$ cat src/rtl/irq_pkg.sv
package irq_pkg;

    localparam logic [2:0] COND_ALWAYS = 3'd0;
    localparam logic [2:0] COND_C      = 3'd1;
    localparam logic [2:0] COND_NC     = 3'd2;
    localparam logic [2:0] COND_Z      = 3'd3;
    localparam logic [2:0] COND_NZ     = 3'd4;
    localparam logic [2:0] COND_S      = 3'd5;

    typedef enum logic [1:0] {
        STK_NONE = 2'd0,
        STK_PUSH = 2'd1,
        STK_POP  = 2'd2
    } stk_op_e;

    // Return condition decode; reserved codes never hold
    function automatic logic cond_met(input logic [2:0] code,
                                      input logic c, input logic z,
                                      input logic s);
        case (code)
            COND_ALWAYS: return 1'b1;
            COND_C:      return c;
            COND_NC:     return !c;
            COND_Z:      return z;
            COND_NZ:     return !z;
            COND_S:      return s;
            default:     return 1'b0;
        endcase
    endfunction

endpackage

$ cat src/rtl/irq_ident.sv
module irq_ident #(
    parameter int N_SRC = 8
) (
    input  logic             clk,
    input  logic             rst_n,
    input  logic [N_SRC-1:0] set_i,
    input  logic [N_SRC-1:0] clr_i,
    input  logic             mask_we_i,
    input  logic [N_SRC-1:0] mask_wdata_i,
    input  logic             insv_i,
    output logic [N_SRC-1:0] id_o,
    output logic [N_SRC-1:0] mask_o,
    output logic             req_o
);

    typedef struct packed {
        logic [N_SRC-1:0] id;
        logic [N_SRC-1:0] mask;
    } ident_st_t;

    ident_st_t st_d, st_q;
    logic [N_SRC-1:0] gated;

    always_comb begin
        st_d = st_q;
        // set dominates clear on the same bit
        for (int i = 0; i < N_SRC; i++) begin
            if (set_i[i])      st_d.id[i] = 1'b1;
            else if (clr_i[i]) st_d.id[i] = 1'b0;
        end
        if (mask_we_i) st_d.mask = mask_wdata_i;
        gated = st_q.id & st_q.mask;
        req_o = !insv_i && (gated != '0);
    end

    always_ff @(posedge clk) begin
        if (!rst_n) st_q <= '0;
        else        st_q <= st_d;
    end

    assign id_o   = st_q.id;
    assign mask_o = st_q.mask;

    assert_set_lands_R1: assert property (@(posedge clk) disable iff (!rst_n)
        (set_i != '0) |=> ((id_o & $past(set_i)) == $past(set_i)));

    assert_clear_only_R2: assert property (@(posedge clk) disable iff (!rst_n)
        1'b1 |=> ((($past(id_o) & ~$past(clr_i)) & ~id_o) == '0));

    assert_mask_load_R5: assert property (@(posedge clk) disable iff (!rst_n)
        mask_we_i |=> (mask_o == $past(mask_wdata_i)));

endmodule

$ cat src/rtl/irq_retstack.sv
module irq_retstack
    import irq_pkg::*;
#(
    parameter int W     = 16,
    parameter int DEPTH = 8
) (
    input  logic                         clk,
    input  logic                         rst_n,
    input  stk_op_e                      op_i,
    input  logic [W-1:0]                 wdata_i,
    output logic [W-1:0]                 top_o,
    output logic [$clog2(DEPTH+1)-1:0]   depth_o,
    output logic                         err_o
);

    localparam int PW = $clog2(DEPTH + 1);
    localparam int AW = $clog2(DEPTH);
    localparam logic [PW-1:0] FULL = PW'(DEPTH);

    typedef struct packed {
        logic [DEPTH-1:0][W-1:0] mem;
        logic [PW-1:0]           sp;
        logic                    err;
    } stk_st_t;

    stk_st_t st_d, st_q;
    logic [PW-1:0] sp_m1;

    always_comb begin
        st_d  = st_q;
        sp_m1 = st_q.sp - PW'(1);
        case (op_i)
            STK_PUSH: begin
                if (st_q.sp == FULL) begin
                    st_d.err = 1'b1;
                end else begin
                    st_d.mem[st_q.sp[AW-1:0]] = wdata_i;
                    st_d.sp = st_q.sp + PW'(1);
                end
            end
            STK_POP: begin
                if (st_q.sp == '0) st_d.err = 1'b1;
                else               st_d.sp  = sp_m1;
            end
            default: ;
        endcase
        top_o = (st_q.sp == '0) ? '0 : st_q.mem[sp_m1[AW-1:0]];
    end

    always_ff @(posedge clk) begin
        if (!rst_n) st_q <= '0;
        else        st_q <= st_d;
    end

    assign depth_o = st_q.sp;
    assign err_o   = st_q.err;

    assert_no_overflow_R9: assert property (@(posedge clk) disable iff (!rst_n)
        depth_o <= FULL);

    assert_err_sticky_R9: assert property (@(posedge clk) disable iff (!rst_n)
        err_o |=> err_o);

    assert_full_push_holds_R9: assert property (@(posedge clk) disable iff (!rst_n)
        (op_i == STK_PUSH && depth_o == FULL) |=> ($stable(depth_o) && err_o));

    assert_empty_pop_holds_R9: assert property (@(posedge clk) disable iff (!rst_n)
        (op_i == STK_POP && depth_o == '0) |=> ($stable(depth_o) && err_o));

endmodule

$ cat src/rtl/irq_gate_ret.sv
module irq_gate_ret
    import irq_pkg::*;
#(
    parameter int              N_SRC     = 8,
    parameter int              PC_W      = 16,
    parameter int              STK_DEPTH = 8,
    parameter logic [PC_W-1:0] VEC_ADDR  = 16'h0040
) (
    input  logic                              clk,
    input  logic                              rst_n,
    input  logic [N_SRC-1:0]                  mod_set,
    input  logic [N_SRC-1:0]                  mod_clr,
    input  logic                              mask_we,
    input  logic [N_SRC-1:0]                  mask_wdata,
    input  logic                              insv_we,
    input  logic                              insv_wdata,
    input  logic                              ret_valid,
    input  logic [2:0]                        ret_cond,
    input  logic                              flag_c,
    input  logic                              flag_z,
    input  logic                              flag_s,
    input  logic                              fetch_boundary,
    input  logic [PC_W-1:0]                   cur_pc,
    input  logic                              sw_push,
    input  logic                              sw_pop,
    input  logic [PC_W-1:0]                   sw_push_data,
    output logic                              pc_load,
    output logic [PC_W-1:0]                   pc_load_addr,
    output logic [N_SRC-1:0]                  irq_id,
    output logic [N_SRC-1:0]                  irq_mask,
    output logic                              in_service,
    output logic                              irq_req,
    output logic [PC_W-1:0]                   stk_top,
    output logic [$clog2(STK_DEPTH+1)-1:0]    stk_depth,
    output logic                              stk_err
);

    typedef struct packed {
        logic insv;
    } ctl_st_t;

    ctl_st_t st_d, st_q;

    logic            cond_ok;
    logic            take;
    logic            ret_go;
    logic            ret_exec;
    stk_op_e         stk_op;
    logic [PC_W-1:0] stk_wdata;

    irq_ident #(.N_SRC(N_SRC)) u_ident (
        .clk          (clk),
        .rst_n        (rst_n),
        .set_i        (mod_set),
        .clr_i        (mod_clr),
        .mask_we_i    (mask_we),
        .mask_wdata_i (mask_wdata),
        .insv_i       (st_q.insv),
        .id_o         (irq_id),
        .mask_o       (irq_mask),
        .req_o        (irq_req)
    );

    irq_retstack #(.W(PC_W), .DEPTH(STK_DEPTH)) u_stack (
        .clk     (clk),
        .rst_n   (rst_n),
        .op_i    (stk_op),
        .wdata_i (stk_wdata),
        .top_o   (stk_top),
        .depth_o (stk_depth),
        .err_o   (stk_err)
    );

    always_comb begin
        st_d      = st_q;
        cond_ok   = cond_met(ret_cond, flag_c, flag_z, flag_s);
        ret_go    = ret_valid && cond_ok;
        ret_exec  = ret_go && (stk_depth != '0);
        take      = irq_req && fetch_boundary && !ret_valid;
        stk_op    = STK_NONE;
        stk_wdata = sw_push_data;

        if (take) begin
            stk_op    = STK_PUSH;
            stk_wdata = cur_pc;
        end else if (ret_go) begin
            stk_op = STK_POP;
        end else if (!ret_valid) begin
            if (sw_push)     stk_op = STK_PUSH;
            else if (sw_pop) stk_op = STK_POP;
        end

        if (take)                     st_d.insv = 1'b1;
        else if (ret_exec)            st_d.insv = 1'b0;
        else if (!ret_valid && insv_we) st_d.insv = insv_wdata;

        pc_load      = take || ret_exec;
        pc_load_addr = take ? VEC_ADDR : stk_top;
    end

    always_ff @(posedge clk) begin
        if (!rst_n) st_q <= '0;
        else        st_q <= st_d;
    end

    assign in_service = st_q.insv;

    assert_vector_enters_R4: assert property (@(posedge clk) disable iff (!rst_n)
        (irq_req && fetch_boundary && !ret_valid) |=> in_service);

    assert_blocked_in_service_R5: assert property (@(posedge clk) disable iff (!rst_n)
        in_service |-> !irq_req);

    assert_true_ret_R7: assert property (@(posedge clk) disable iff (!rst_n)
        (ret_valid && cond_ok && stk_depth != '0) |=>
            (!in_service && (stk_depth == $past(stk_depth) - 1'b1)));

    assert_false_ret_R8: assert property (@(posedge clk) disable iff (!rst_n)
        (ret_valid && !cond_ok) |=> ($stable(in_service) && $stable(stk_depth)));

    assert_false_ret_noload_R8: assert property (@(posedge clk) disable iff (!rst_n)
        (ret_valid && !cond_ok) |-> !pc_load);

    assert_reserved_false_R6: assert property (@(posedge clk) disable iff (!rst_n)
        (ret_valid && ret_cond[2:1] == 2'b11) |-> !pc_load);

endmodule

$ cat config.mk
export PLATFORM = sky130hd
export DESIGN_NAME = irq_gate_ret
export DESIGN_NICKNAME = d
export VERILOG_FILES = /design/src/rtl/irq_pkg.sv /design/src/rtl/irq_ident.sv /design/src/rtl/irq_retstack.sv /design/src/rtl/irq_gate_ret.sv
export SDC_FILE = /design/constraint.sdc
export NUM_CORES = 1
export LEC_CHECK = 0
export ABC_AREA = 1
export CAP_MARGIN = 20
export CORE_MARGIN = 2
export CORE_UTILIZATION = 40
export DETAILED_ROUTE_END_ITERATION = 8
export MAX_ROUTING_LAYER = met4
export PLACE_DENSITY = 0.63
export SYNTH_ARGS = -nofsm -noshare
export SYNTH_HDL_FRONTEND = slang
export SYNTH_SLANG_ARGS = --single-unit
$ cat constraint.sdc
create_clock -name clk -period 2.5 [get_ports clk]
set_clock_uncertainty 0.2 [all_clocks]
set_input_delay 0.5 -clock clk [delete_from_list [all_inputs] [get_ports clk]]
set_output_delay 0.5 -clock clk [all_outputs]
set_load 0.01 [all_outputs]
==> metrics.txt <==
run status=finished with violations; violations in the final reports=setup timing; peak clock frequency supported by timing=0.365 GHz; row count=52; wl on met1=12.0 mm; Slowest Stage Delay on Critical Path=0.36 ns; fin crit share=1.09; type of origin of the critical path=register; TritonCTS buffer count=17; die height=147 µm; start-to-end type of the worst setup path=register to primary output; clock tree from TritonCTS=done; number of iterations in the first detailed-routing pass=5; Slew @ Worst Pin=0.495 ns; number of flops mapped to enable cells by yosys=0; post-synthesis sequential area ratio=0.366; count of inserted antenna diode cells=0; first-pass GRT wire length=42.3 mm; latest clock arrival within the worst-skew pair=0.43 ns; Synth top cells by count=sky130_fd_sc_hd__nand2_1 (239), sky130_fd_sc_hd__inv_1 (235), sky130_fd_sc_hd__nor2_1 (161), sky130_fd_sc_hd__dfxtp_1 (150), sky130_fd_sc_hd__nand3_1 (150); Power Internal=5.93 mW; class of the tightest hold or removal check=register to register; post-layout total power=9.32 mW; Cells after DPL=1689; final sum of negative setup slack=-5.54 ns; detailed route wirelength on metal2=13.4 mm; clock input transition at the sequential cells of the worst setup and hold paths=0.06 ns; routability congestion estimate from global placement=0.864; number of warnings reported in the yosys synthesis log=0; cell area reported after detailed placement=10400 µm²; vias in the first global route=8047; Final Routed Wirelength=27.0 mm; relative contribution of combinational cells to total power=0.419; maximum level of the CTS H-tree=4; maxcap violations=0; Min Clock Period, post-route=2.74 ns; total congestion overflow after global routing=0; cells along the critical path=inv_4 -> ha_4 -> buf_12 -> a21oi_2 -> o21ai_1 -> nand2_1 -> o211ai_1 -> buf_4 -> nand2_4 -> buf_6; switching power as a share of total power=0.365; Crit-path slowest cell=sky130_fd_sc_hd__dfxtp_4; share of layout cells above drive strength 1=0.185; number of nets in the layout=1525; GRT Resource Usage Total=0.252; total of buffers placed on input and output ports=126; WP data required=1.80 ns; count of final max-slew check failures=0; Cell Count, Final, Fillers Out=1733; setup violation total in the final timing report=32; standby leakage power=5.48 nW; core region area=20200 µm²; net count after synthesis=1357; clock sink count=150; Net Sw Power=3.40 mW; die width=147 µm; cell types occupying the most area after synthesis=sky130_fd_sc_hd__dfxtp_1 (37%), sky130_fd_sc_hd__nand2_1 (11%), sky130_fd_sc_hd__inv_1 (11%); Setup Slack @ Placement=-0.516 ns; peak ir drop on the vdd network=0.000503 V; # IOs=127; arrival time at the worst endpoint=2.04 ns; post-route setup slack=-0.236 ns; worst hold slack across all endpoints=0.254 ns; post-synthesis cell count=1282; average wire per standard cell=15.6 µm; maximum count of clock buffers along a single path=2; Hold-fix buffers, CTS=0; setup repair after global routing missed its margin=true; detailed-route via count=8671; DPL Wire Length=17.6 mm; capturing element type of the critical path=primary output; number of vias per cell after detailed routing=5.00; synthesized area divided by synthesized cell count=6.40 µm²; highest signal layer in the routed design=met4; buffer type at the clock tree root=sky130_fd_sc_hd__clkbuf_16; power share of the sequential group=0.278; proportion of register bits with asynchronous set or reset after synthesis=0; final cell utilization of the core=0.565; metal3 WL=1.12 mm; Distinct cells, synth=33; area share of the leading cell type in the synthesized netlist=0.366; DRC violation total after the first TritonRoute iteration=592; DIE AREA=21700 µm²; number of antenna violations at the first check in global routing=0; flop and latch count out of synthesis=150; Power Dens Cells=818 nW/µm²; initial standard-cell utilization of the core=0.407; main flop type after synthesis=sky130_fd_sc_hd__dfxtp_1; FILL cells=1949; cell area after technology mapping=8210 µm²; leading area contributor after synthesis=sky130_fd_sc_hd__dfxtp_1; clock share of power=0.302; final std cell area, no fill=11400 µm²; area growth from synthesis to layout=38.9%; number of hold violations in the final report=0; final routed DRC violation total=0; slew margin rel.=0.669; most used standard cell by instance count after synthesis=sky130_fd_sc_hd__nand2_1; pin count of the biggest net entering global routing=55; number of nets with antenna violations after routing=0; Worst Path Max Fanout=7
logic make-up (layout without fill, tap and decap cells):
logic type / after synthesis / after routing / synth area share
buf+inv: 318 / 499 / 0.165
fa+ha+maj: 4 / 4 / 0.00610
xor+xnor: 2 / 2 / 0.00305
simple gates: 600 / 600 / 0.321
compound gates: 208 / 208 / 0.138
flops: 150 / 150 / 0.366
timing repair:
item	CTS	global route
resized for setup	201	62
endpoints found under the setup margin	152	166
setup buffers	3	4
pin swaps	17	21
gates cloned	2	4
power by group through the flow:
| stage | clock network, mW | registers, mW | logic [mW] |
|---|---|---|---|
| 6_report | 2.82 | 2.59 | 3.91 |
| 5_1_grt | 2.95 | 2.60 | 4.22 |
| 3_3_place_gp | 0 | 2.64 | 3.60 |
| 2_1_floorplan | 0 | 2.65 | 1.95 |
| 4_1_cts | 2.85 | 2.59 | 3.80 |
| 3_5_place_dp | 0 | 2.64 | 3.61 |
sequential cells by signal, indices dropped and copies added, names as in the netlist:
| register | cells |
|---|---|
| u_stack.depth_o | 4 |
| u_ident.id_o | 8 |
| u_ident.mask_o | 8 |
| u_stack.st_q | 128 |
| u_stack.err_o | 1 |
| in_service | 1 |
metal layers:
metal / vias up / GRT usage
li1: 4366 / -
met1: 4073 / 0.315
met2: 204 / 0.420
met3: 28 / 0.0379
met4: 0 / 0.0774
met5: - / -
worst paths after layout:
check                                                      from                            end  slack (ns)  depth (start not counted)
worst max register to register   u_ident.mask_o[7]$_SDFFE_PN0P_  u_stack.st_q[27]$_SDFFE_PN0P_        0.15                         17
worst min register to register       u_stack.err_o$_SDFFE_PN0P_     u_stack.err_o$_SDFFE_PN0P_        0.25                          2
worst max-delay path            u_stack.depth_o[0]$_SDFFE_PN0P_                pc_load_addr[6]       -0.24                         10
worst min-delay path                 u_stack.err_o$_SDFFE_PN0P_     u_stack.err_o$_SDFFE_PN0P_        0.25                          2
critical path: cells and delay by family (launching register included):
kind / cells / cell delay (ns)
AO/OA/AOI/OAI: 3 / 0.30
flip-flops: 1 / 0.36
AND/OR/NAND/NOR: 2 / 0.12
adder cells (fa/ha/maj): 1 / 0.36
buffers and inverters: 4 / 0.47
cell usage in the layout, fill, tap and decap left out, drive strengths merged:
cell type / instances
nand2: 247
inv: 248
o21ai: 46
clkbuf: 23
a211oi: 1
nand3: 152
bufinv: 4
clkinvlp: 3
dlygate4sd2: 1
buf: 123
dlymetal6s2s: 6
xnor2: 1
o211ai: 34
clkinv: 4
dfxtp: 150
a31o: 1
or2: 1
clkdlybuf4s15: 1
ha: 4
a21oi: 126
clkdlybuf4s50: 86
nor3: 15
nand4: 18
nor2: 167
xor2: 1
cell type report:
cell class,count,area (µm²),area share
Tap cell,270,338,0.0296
Timing Repair Buffer,221,2290,0.201
Inverter,246,950,0.0833
Sequential cell,150,3010,0.264
Clock inverter,13,194,0.0170
Multi-Input combinational cell,814,4180,0.366
Clock buffer,19,443,0.0389
Power figures use the tool's default switching activity.
